--- src/rtl/irm_pkg.sv ---
package irm_pkg;
    typedef struct packed {
        logic data_bit;   // bit 4
        logic src_reg;    // bit 3
        logic fsk;        // bit 2
        logic pol_inv;    // bit 1
        logic enable;     // bit 0
    } irm_ctrl_t;

    localparam int CTRL_W = $bits(irm_ctrl_t);
endpackage

--- src/rtl/irm_ctrl_reg.sv ---
module irm_ctrl_reg
    import irm_pkg::*;
#(
    parameter int W = CTRL_W
) (
    input  logic          clk,
    input  logic          rst_n,
    input  logic          we,
    input  logic [W-1:0]  wdata,
    output irm_ctrl_t     ctrl
);
    typedef struct packed {
        irm_ctrl_t ctrl;
    } st_t;

    st_t st_d, st_q;

    always_comb begin
        st_d = st_q;
        if (we) st_d.ctrl = irm_ctrl_t'(wdata);
    end

    always_ff @(posedge clk or negedge rst_n) begin
        if (!rst_n) st_q <= '0;
        else        st_q <= st_d;
    end

    assign ctrl = st_q.ctrl;

    // a write is seen exactly one edge later; no write holds the value
    a_r6_write_capture: assert property (@(posedge clk) disable iff (!rst_n)
        $past(we) |-> (ctrl == irm_ctrl_t'($past(wdata))));
    a_r6_hold: assert property (@(posedge clk) disable iff (!rst_n)
        !$past(we) |-> $stable(ctrl));
endmodule

--- src/rtl/irm_data_sel.sv ---
module irm_data_sel
    import irm_pkg::*;
(
    input  irm_ctrl_t ctrl,
    input  logic      ser_tx,
    output logic      eff_data
);
    logic raw;

    always_comb begin
        raw      = ctrl.src_reg ? ctrl.data_bit : ser_tx;
        eff_data = raw ^ ctrl.pol_inv;
    end
endmodule

--- src/rtl/irm_keyer.sv ---
module irm_keyer
    import irm_pkg::*;
(
    input  logic      clk,
    input  logic      rst_n,
    input  irm_ctrl_t ctrl,
    input  logic      eff_data,
    input  logic      car_a,
    input  logic      car_b,
    input  logic      ser_tx,
    output logic      pin
);
    logic keyed;

    always_comb begin
        if (ctrl.fsk) keyed = eff_data ? car_a : car_b;
        else          keyed = eff_data & car_a;
        pin = ctrl.enable ? keyed : ser_tx;
    end

    // disabled path is transparent to serial data
    a_r2_bypass: assert property (@(posedge clk) disable iff (!rst_n)
        !ctrl.enable |-> (pin == ser_tx));
    // ASK space is silent
    a_r4_ask_space_low: assert property (@(posedge clk) disable iff (!rst_n)
        (ctrl.enable && !ctrl.fsk && !eff_data) |-> !pin);
    // mark always follows the first carrier
    a_r5_mark_car_a: assert property (@(posedge clk) disable iff (!rst_n)
        (ctrl.enable && eff_data) |-> (pin == car_a));
    // FSK space follows the second carrier
    a_r5_fsk_space_car_b: assert property (@(posedge clk) disable iff (!rst_n)
        (ctrl.enable && ctrl.fsk && !eff_data) |-> (pin == car_b));
endmodule

--- src/rtl/ir_carrier_mod.sv ---
module ir_carrier_mod
    import irm_pkg::*;
#(
    parameter int CTRL_BITS = CTRL_W
) (
    input  logic                 clk,
    input  logic                 rst_n,
    input  logic                 ctrl_we,
    input  logic [CTRL_BITS-1:0] ctrl_wdata,
    input  logic                 car_a,
    input  logic                 car_b,
    input  logic                 ser_tx,
    output logic                 ir_pin
);
    irm_ctrl_t ctrl;
    logic      eff_data;

    irm_ctrl_reg #(.W(CTRL_BITS)) u_reg (
        .clk   (clk),
        .rst_n (rst_n),
        .we    (ctrl_we),
        .wdata (ctrl_wdata),
        .ctrl  (ctrl)
    );

    irm_data_sel u_sel (
        .ctrl     (ctrl),
        .ser_tx   (ser_tx),
        .eff_data (eff_data)
    );

    irm_keyer u_key (
        .clk      (clk),
        .rst_n    (rst_n),
        .ctrl     (ctrl),
        .eff_data (eff_data),
        .car_a    (car_a),
        .car_b    (car_b),
        .ser_tx   (ser_tx),
        .pin      (ir_pin)
    );

    // register source with enable and mark forces first carrier
    a_r3_reg_source: assert property (@(posedge clk) disable iff (!rst_n)
        (ctrl.enable && ctrl.src_reg && (ctrl.data_bit != ctrl.pol_inv)) |-> (ir_pin == car_a));
endmodule

--- config.mk ---
export PLATFORM = sky130hd
export DESIGN_NAME = ir_carrier_mod
export DESIGN_NICKNAME = d
export VERILOG_FILES = /design/src/rtl/irm_pkg.sv /design/src/rtl/irm_ctrl_reg.sv /design/src/rtl/irm_data_sel.sv /design/src/rtl/irm_keyer.sv /design/src/rtl/ir_carrier_mod.sv
export SDC_FILE = /design/constraint.sdc
export NUM_CORES = 1
export LEC_CHECK = 0
export BUFFER_PORTS_ARGS = -buffer_cell sky130_fd_sc_hd__buf_2
export CAP_MARGIN = 20
export CORE_AREA = 2 2 39 41
export DETAILED_ROUTE_END_ITERATION = 8
export DIE_AREA = 0 0 41 43
export GPL_TIMING_DRIVEN = 0
export PLACE_DENSITY = 0.41
export RECOVER_POWER = 50
export SYNTH_ARGS = -nofsm -noshare
export SYNTH_HDL_FRONTEND = slang
export SYNTH_HIERARCHICAL = 1
export SYNTH_SLANG_ARGS = --single-unit
--- constraint.sdc ---
create_clock -name clk -period 2.7 [get_ports clk]
set_clock_uncertainty 0.05 [all_clocks]
set_input_delay 0.135 -clock clk [delete_from_list [all_inputs] [get_ports clk]]
set_output_delay 0.135 -clock clk [all_outputs]
set_load 0.1 [all_outputs]
==> impl_metrics.toml <==
[critical_path]
rr_startpoint = "u_reg/ctrl[0]$_DFFE_PN0P_"
reg2reg_depth = 1
rrSetupSlack_ns = 1.89
cp.required_ns = 2.52
crit_path_end_kind = "primary output"
path_class = "reg -> out"
critical_path_arrival_ns = 1.65
cp_max_fo = 2
rr_endpoint = "u_reg/ctrl[0]$_DFFE_PN0P_"
cp-startpoint = "u_reg/ctrl[3]$_DFFE_PN0P_"
crit_path_start_kind = "flop"

[grt]
grt_max_degree = 6
grt_pass1_wl_microns = 690
grt_util_all_layers_pct = 6.76
grt_pass1_vias = 188
antenna_found_initial = 0
grt_overflow = 0

[timing]
hold_violations = 0
min_period_over_period_pct = 67.9
min_period_ns = 1.83
rsz0062_at_grt = "false"
drv_slew = 0
hold_ws_ns = 0.0766
worst_slew_margin_rel_pct = 67.9
setup_slack_ns = 0.866
tightestPinTransition_ns = 0.485
max_freq_mhz = 545
setup_tns_ns = 0
setup_viol = 0

[power_and_ir_drop]
power.leakage_nw = 0.153
power.density_nw_per_um2 = 673
ir_drop_uv = 122

[die]
ios = 12
die_x_microns = 41
die_y_microns = 43
die_area_sq_um = 1760
start_util_pct = 16.0
rows = 14
coreArea_sq_um = 1380

[route]
wl_per_cell_microns = 9.04
wl_met1_microns = 128
remaining_drc_errors = 0
routed_via_density = 3.67
wl_met3_microns = 40
dr.pass1.iters = 2
ant_nets = 0
vias = 176
maxUsedRoutingLayer = "met3"
drtIter0Drc = 1
wirelength_microns = 434
wl_met2_microns = 265

[cts]
cts_sinks = 5
clk_latency_ns = 0.24
cts_buffers = 3
post_cts_buffers = 0
cts_hold_buffers = 1
htreeDepth = 1
cts_tree = "yes"
ctsResizeCount = 0
cts_buffer_depth = 2
path_clk_slew_ns = 0.04
cts_root_buf = "clkbuf_4"

[placed_design]
dp_slack_ns = 1.10
dpl_cell_area_sq_um = 297
io_buffer_count = 11
gp_congestion = 0.539

[worst_hold_path]
min_path_type = "in -> reg"
worstHoldStart = "ctrl_wdata[1]"
worst_hold_path.num_cells = 2
worst_hold_path.endpoint = "u_reg/ctrl[1]$_DFFE_PN0P_"

[status]
status = "completed"

[run]
cap_violations = 0

[synth]
ys_ff_latch = 5
syn_nets = 27
syn_area_sq_um = 221
seq_area_frac_synth_pct = 56.5
ys_types = 8
syn_inst = 16
avgSynthCellArea_sq_um = 13.8
ys_warn_count = 6

[finish]
nNetsFinal = 44
areaGrowthSynthToFinish_pct = 49.7
largest_register_ffs = 5
num_antenna_cells = 0
stdcell_area_sq_um = 332
drive_gt1_share_pct = 56.3
## layout by cell type, fill, tap and decap left out
cell type	Yosys	routed
buf_2	0	10
mux2_2	5	5
dfrtp_1	5	5
clkbuf_4	0	3
clkbuf_1	0	2
dlygate4sd3_1	0	1
nand3b_1	1	1
nand2_1	1	1
nor2_1	1	1
a31oi_1	1	1
mux2i_1	1	1
xnor2_1	1	1
## cells by family (layout without fill, tap and decap cells)
group	Yosys count	after routing	synth area share, %
mux	6	6	29.9
flops	5	5	56.5
simple gates	3	3	6.78
compound gates	1	1	2.83
xor+xnor	1	1	3.96
buf+inv	0	16	0
## routing by layer
layer / vias to the layer above / GRT usage [%]
met5: - / 0
met1: 82 / 4.58
met2: 5 / 10.0
met4: 0 / 10.0
li1: 89 / -
met3: 0 / 3.14
## cells in the mapped netlist
library cell	n	area [sq um]
nor2_1	1	3.75
mux2i_1	1	10.0
xnor2_1	1	8.76
dfrtp_1	5	125
mux2_2	5	56.3
nand2_1	1	3.75
a31oi_1	1	6.26
nand3b_1	1	7.51
## power breakdown
group | internal, mW | switching [mW]
Sequential | 0.0828 | 0.00449
Combinational | 0.0202 | 0.0303
Clock | 0.0558 | 0.0295
## through the flow
step | total power [mW] | utilization [%] | std cells
final | 0.223 | 24.0 | 48
after global routing | 0.238 | 24.0 | 48
after CTS | 0.230 | 24.1 | 48
after detailed placement | 0.139 | 21.4 | 43
after global placement | 0.138 | 21.4 | 43
after floorplan | 0.124 | - | 16
## critical path, cell delays in order (launching register included)
cell	delay [ns]
dfrtp_1	0.35
mux2i_1	0.21
xnor2_1	0.10
nand3b_1	0.16
a31oi_1	0.14
buf_2	0.44
## cell type report
type	instances	area (sq um)
fill	160	1050
sequential	5	125
multi-input combinational	11	96.3
timing repair buffer	12	63.8
clock buffer	4	26.3
tap	16	20.0
## worst max path at each step
stage	endpoint	slack (ns)	depth (start not counted)
final	ir_pin	0.87	5
after floorplan	ir_pin	0.07	4
after CTS	ir_pin	0.83	5
after detailed placement	ir_pin	1.10	5
after global routing	ir_pin	0.74	5
after global placement	ir_pin	1.12	5
Note: power is estimated with default switching activity, not from simulation.
